File: src/rtl/lwFeistelPkg.sv
package lwFeistelPkg;

  // Strobes from the sequencer to the datapath.
  typedef struct packed {
    logic load;  // capture plaintext, key and constant seed
    logic step;  // perform one round
  } pathCtrl_t;

  function automatic int roundsFor(input int word);
    return (word == 16) ? 32 : (word == 24) ? 36 : 44;
  endfunction

  function automatic int lfsrWidthFor(input int word);
    return (word == 32) ? 6 : 5;
  endfunction

endpackage

File: src/rtl/lwFeistelCtrl.sv
module lwFeistelCtrl
  import lwFeistelPkg::*;
#(
  parameter int ROUNDS = 32
) (
  input  logic      clk,
  input  logic      rstN,
  input  logic      start,
  output pathCtrl_t strobes,
  output logic      done
);
  localparam int CNT_W = $clog2(ROUNDS);
  localparam logic [CNT_W-1:0] LAST = CNT_W'(ROUNDS - 1);

  logic             busy;
  logic [CNT_W-1:0] roundIdx;

  assign strobes.load = start & ~busy;
  assign strobes.step = busy;

  always_ff @(posedge clk) begin
    if (!rstN) begin
      busy     <= 1'b0;
      roundIdx <= '0;
      done     <= 1'b0;
    end else begin
      done <= 1'b0;
      if (strobes.load) begin
        busy     <= 1'b1;
        roundIdx <= '0;
      end else if (busy) begin
        if (roundIdx == LAST) begin
          busy <= 1'b0;
          done <= 1'b1;
        end else begin
          roundIdx <= roundIdx + 1'b1;
        end
      end
    end
  end

  // the completion pulse never lasts two cycles
  assert_done_pulse_R4: assert property (@(posedge clk) disable iff (!rstN)
    done |=> !done);

  // completion follows only the final round
  assert_done_after_last_R3: assert property (@(posedge clk) disable iff (!rstN)
    $rose(done) |-> ($past(busy) && $past(roundIdx) == LAST));

  // the round index advances by one per busy cycle
  assert_round_advance_R3: assert property (@(posedge clk) disable iff (!rstN)
    (busy && roundIdx != LAST) |=> (busy && roundIdx == $past(roundIdx) + 1'b1));

  // a start while busy never restarts the count
  assert_start_ignored_R6: assert property (@(posedge clk) disable iff (!rstN)
    (busy && start && roundIdx != '0 && roundIdx != LAST) |=> roundIdx != '0);

endmodule

File: src/rtl/lwFeistelPath.sv
module lwFeistelPath
  import lwFeistelPkg::*;
#(
  parameter int WORD = 16
) (
  input  logic              clk,
  input  logic              rstN,
  input  pathCtrl_t         strobes,
  input  logic [2*WORD-1:0] plainText,
  input  logic [4*WORD-1:0] keyIn,
  output logic [2*WORD-1:0] cipherText
);
  localparam int LFSR_W = lfsrWidthFor(WORD);
  localparam int KEY_WORDS = 4;
  localparam logic [WORD-1:0] ROUND_CONST = ~WORD'(3);

  function automatic logic [WORD-1:0] mixWord(input logic [WORD-1:0] x);
    logic [WORD-1:0] r5, r1;
    r5 = {x[WORD-6:0], x[WORD-1:WORD-5]};
    r1 = {x[WORD-2:0], x[WORD-1]};
    return (x & r5) ^ r1;
  endfunction

  logic [WORD-1:0]   hiW, loW;
  logic [WORD-1:0]   keyW [KEY_WORDS];
  logic [LFSR_W-1:0] lfsr;
  logic              lfsrFb;
  logic [WORD-1:0]   keyNext, hiNext;

  generate
    if (LFSR_W == 6) begin : gTap6
      assign lfsrFb = lfsr[0] ^ lfsr[1];
    end else begin : gTap5
      assign lfsrFb = lfsr[0] ^ lfsr[2];
    end
  endgenerate

  assign hiNext  = loW ^ mixWord(hiW) ^ keyW[0];
  assign keyNext = keyW[0] ^ mixWord(keyW[1]) ^ ROUND_CONST
                   ^ {{(WORD-1){1'b0}}, lfsr[0]};

  always_ff @(posedge clk) begin
    if (!rstN) begin
      hiW  <= '0;
      loW  <= '0;
      lfsr <= '1;
      for (int i = 0; i < KEY_WORDS; i++) keyW[i] <= '0;
    end else if (strobes.load) begin
      hiW  <= plainText[2*WORD-1:WORD];
      loW  <= plainText[WORD-1:0];
      lfsr <= '1;
      for (int i = 0; i < KEY_WORDS; i++) keyW[i] <= keyIn[i*WORD +: WORD];
    end else if (strobes.step) begin
      hiW  <= hiNext;
      loW  <= hiW;
      lfsr <= {lfsrFb, lfsr[LFSR_W-1:1]};
      for (int i = 0; i < KEY_WORDS - 1; i++) keyW[i] <= keyW[i+1];
      keyW[KEY_WORDS-1] <= keyNext;
    end
  end

  assign cipherText = {hiW, loW};

  // the old upper word drops into the lower position each round
  assert_state_shift_R2: assert property (@(posedge clk) disable iff (!rstN)
    (strobes.step && !strobes.load) |=> loW == $past(hiW));

  // the key words move down one place per round
  assert_key_shift_R7: assert property (@(posedge clk) disable iff (!rstN)
    (strobes.step && !strobes.load) |=> (keyW[0] == $past(keyW[1]) && keyW[2] == $past(keyW[3])));

  // without load or step the cipher state holds
  assert_hold_R5: assert property (@(posedge clk) disable iff (!rstN)
    (!strobes.load && !strobes.step) |=> ($stable(hiW) && $stable(loW)));

  // the constant register restarts at all ones and never locks at zero
  assert_lfsr_seed_R8: assert property (@(posedge clk) disable iff (!rstN)
    strobes.load |=> lfsr == '1);
  assert_lfsr_live_R8: assert property (@(posedge clk) disable iff (!rstN)
    lfsr != '0);

endmodule

File: src/rtl/lwFeistelCore.sv
module lwFeistelCore
  import lwFeistelPkg::*;
#(
  parameter int WORD = 16
) (
  input  logic              clk,
  input  logic              rstN,
  input  logic              start,
  input  logic [2*WORD-1:0] plainText,
  input  logic [4*WORD-1:0] keyIn,
  output logic [2*WORD-1:0] cipherText,
  output logic              done
);
  localparam int ROUNDS = roundsFor(WORD);

  pathCtrl_t strobes;

  lwFeistelCtrl #(.ROUNDS(ROUNDS)) uCtrl (
    .clk     (clk),
    .rstN    (rstN),
    .start   (start),
    .strobes (strobes),
    .done    (done)
  );

  lwFeistelPath #(.WORD(WORD)) uPath (
    .clk        (clk),
    .rstN       (rstN),
    .strobes    (strobes),
    .plainText  (plainText),
    .keyIn      (keyIn),
    .cipherText (cipherText)
  );

  // outputs are quiet while reset is held
  assert_reset_quiet_R1: assert property (@(posedge clk)
    !rstN |=> (!done && cipherText == '0));

endmodule

File: config.mk
export PLATFORM = sky130hd
export DESIGN_NAME = lwFeistelCore
export DESIGN_NICKNAME = d
export VERILOG_FILES = /design/src/rtl/lwFeistelPkg.sv /design/src/rtl/lwFeistelCtrl.sv /design/src/rtl/lwFeistelPath.sv /design/src/rtl/lwFeistelCore.sv
export SDC_FILE = /design/constraint.sdc
export NUM_CORES = 1
export LEC_CHECK = 0
export ABC_AREA = 1
export CORE_UTILIZATION = 35
export CTS_BUF_LIST = sky130_fd_sc_hd__clkbuf_8
export CTS_CLUSTER_SIZE = 30
export DETAILED_ROUTE_END_ITERATION = 10
export HOLD_SLACK_MARGIN = 0.02
export PLACE_DENSITY_LB_ADDON = 0.1
export SLEW_MARGIN = 10
export SYNTH_ARGS = -nofsm -noshare
export SYNTH_HDL_FRONTEND = slang
export SYNTH_HIERARCHICAL = 1
export SYNTH_SLANG_ARGS = --single-unit
File: constraint.sdc
create_clock -name clk -period 2.1 [get_ports clk]
set_input_delay 0.42 -clock clk [delete_from_list [all_inputs] [get_ports clk]]
set_output_delay 0.42 -clock clk [all_outputs]
set_load 0.03 [all_outputs]
==> impl_metrics.tcl <==
set metrics [dict create \
    status "finished, final reports clean" \
    grt_pass1_wl_mm 24.93 \
    crit_family "buffers and inverters" \
    cp.arrival_ps 1610 \
    numCtsBuffers 9 \
    final_common_cell "nand2_1" \
    fmaxAchievable_mhz 493.3 \
    start_util_pct 35.90 \
    syn_inst 620 \
    p_leak_uw 0.003027 \
    drc 0 \
    tritoncts "done" \
    timing.rr.end "uPath/keyW[3][11]" \
    hold_class "reg -> reg" \
    die_x_um 127.1 \
    syn_area_per_cell_um2 8.835 \
    hold_path_depth 2 \
    worstPathRequired_ps 1680 \
    whs_ps 494.7 \
    synth_top_area_share_pct 35.08 \
    cts_sinks 108 \
    place_inst 960 \
    endpoint_kind "output port" \
    cts_hold_buf 0 \
    final_core_util_pct 48.24 \
    hold_violations 0 \
    synthTopCellsByArea "edfxtp_1 (35%), dfxtp_1 (16%), nand2_1 (11%)" \
    max-vdd-ir-drop_mv 0.3448 \
    fin_crit_ps 2027 \
    cts_max_path_buffers 2 \
    syn_nets 722 \
    ys_types 24 \
    drt_iter0_drc 386 \
    vias 4805 \
    fin_tns_setup_ps 0 \
    r2r-start "uCtrl/busy" \
    critPathBufInv 1 \
    die_y_um 127.1 \
    synth_top_cell_by_area "edfxtp_1" \
    start_kind "register" \
    hp-start "uCtrl/roundIdx[4]" \
    seqPwrFrac_pct 52.4 \
    nets 862 \
    yosys_warnings 6 \
    grt.total_usage_pct 20.54 \
    crit_type "reg -> out" \
    fin_skew_ps 9.198 \
    path_max_fanout 6 \
    design.core.area_um2 15260 \
    r2r_slack_ps 360 \
    cp_slowest_cell "clkdlybuf4s50_1" \
    swShare_pct 31.76 \
    setup_viol 0 \
    io-pin-count 132 \
    dieArea_um2 16150 \
    clockRootBuffer "clkbuf_8" \
    antenna_found_initial 0 \
    seq_area_frac_synth_pct 51.16 \
    final_cell_mix "nand2_1 (161), clkdlybuf4s50_1 (128), edfxtp_1 (64)" \
    clk_pin_slew_ps 100 \
    relSlewSlack_pct 67.79 \
    routabilityCongestion 0.8144 \
    synthesis.area_um2 5478 \
    stdcell_count 976 \
    hpwl_mm 11.60 \
    via_per_inst 4.923 \
    drv_cap 0 \
    path_cells "clkdlybuf4s50_1" \
    finalCritPeriodShare_pct 96.54 \
    rsz0062_at_grt "false" \
    drive_gt1_share_pct 6.405 \
    drv_slew 0 \
    rows 45 \
    area_delta_synth_final_pct 34.38 \
    dr.pass1.iters 5 \
    grt_max_degree 46 \
    grt-ovfl-total 0 \
    grt_pass1_vias 4746 \
    clock_latency_ps 390 \
    p_per_area_nw_per_um2 717.5 \
    cp_slowest_stage_delay_ps 730 \
    drt-total-wl_mm 16.23 \
    p_sw_uw 1677 \
    io_buffers 131 \
    ant_nets 0 \
    pwr-share-comb_pct 25.8 \
    p_clk_share_pct 21.8 \
    worst_pin_slew_ps 481.3 \
    cellInternalPower_uw 3604 \
    rr_worst_depth 8 \
    n_antenna_cell 0 \
    routedWlPerCell_um 16.63 \
    whs_endpoint "uCtrl/roundIdx[4]" \
    htreeDepth 3 \
    ys_ff_latch 108 \
]
tightest hold or removal path: stages, from the launching register on:
cell and delay (ps):
dfxtp_1 340, nand2_1 60, a21oi_1 50
flip-flops by register name, summed over array words and instances (netlist names):
register / cells
uPath/hiW: 16
uCtrl/done: 1
uCtrl/busy: 1
uCtrl/roundIdx: 5
uPath/loW: 16
uPath/lfsr: 5
uPath/keyW: 64
layout make-up:
class | count | area, µm²
inverter | 58 | 217.7
multi-input combinational | 426 | 2305
sequential | 108 | 2803
clock buffer | 10 | 137.6
clock inverter | 6 | 27.53
fill | 1497 | 7898
tap | 211 | 264.0
timing repair buffer | 157 | 1607
Yosys cell counts:
cell,n
a21oi_1,36
o21bai_1,1
clkbuf_1,4
buf_2,11
nor2_2,1
inv_1,54
a22o_1,33
nand2_2,4
dfxtp_1,44
a22oi_1,14
nand2_1,161
ha_1,3
o211ai_1,1
xor2_1,17
buf_1,2
edfxtp_1,64
a32oi_1,13
o21ai_0,28
buf_4,11
inv_2,4
nor3b_2,1
nor2_1,50
xnor2_1,31
nand3_1,32
metrics by stage:
step	area [µm²]	power, µW	worst slack [ps]
after floorplan	5478	3511	128.0
after global placement	7196	4161	-71.07
after detailed placement	7196	4181	-81.87
after CTS	7358	5330	47.11
after global routing	7361	5561	8.388
final	7361	5282	72.71
how the worst max path moves through the flow:
stage | cells past startpoint | to | startpoint | slack, ps
after floorplan | 7 | uPath/keyW[0][0] | uCtrl/busy | 130
after global placement | 8 | uPath/keyW[3][12] | start | -70
after detailed placement | 8 | uPath/keyW[0][8] | start | -80
after CTS | 1 | cipherText[29] | uPath/hiW[13] | 50
after global routing | 1 | cipherText[28] | uPath/hiW[12] | 8
final | 1 | cipherText[21] | uPath/hiW[5] | 70
power groups by stage:
stage	registers, µW	clock network (µW)	logic, µW
6_report	2770	1150	1360
5_1_grt	2800	1280	1480
4_1_cts	2780	1190	1360
3_5_place_dp	2820	0	1360
3_3_place_gp	2820	0	1340
2_1_floorplan	2860	0	650
logic make-up (layout without fill, tap and decap cells):
logic type               Yosys count  after routing  synth area share [%]
XOR/XNOR                          48             48                 7.675
flip-flops                       108            108                 51.16
adder cells (fa/ha/maj)            3              3                0.6853
buffers and inverters             86            231                 6.898
AND/OR/NAND/NOR                  249            249                 18.18
AO/OA/AOI/OAI                    126            126                 15.40
repair_timing:
item | 4_1_cts | 5_1_grt
gates resized for setup | 2 | 1
endpoints found under the setup margin | 2 | 1
cloned | 0 | 0
setup buffers | 0 | 0
metal layers:
| layer | global-route usage [%] | routed length, µm |
|---|---|---|
| met1 | 26.52 | 7401 |
| met2 | 35.46 | 8033 |
| met3 | 3.727 | 630 |
| met4 | 5.322 | 161 |
| met5 | 0 | 0 |
(Power assumes the default switching activity.)
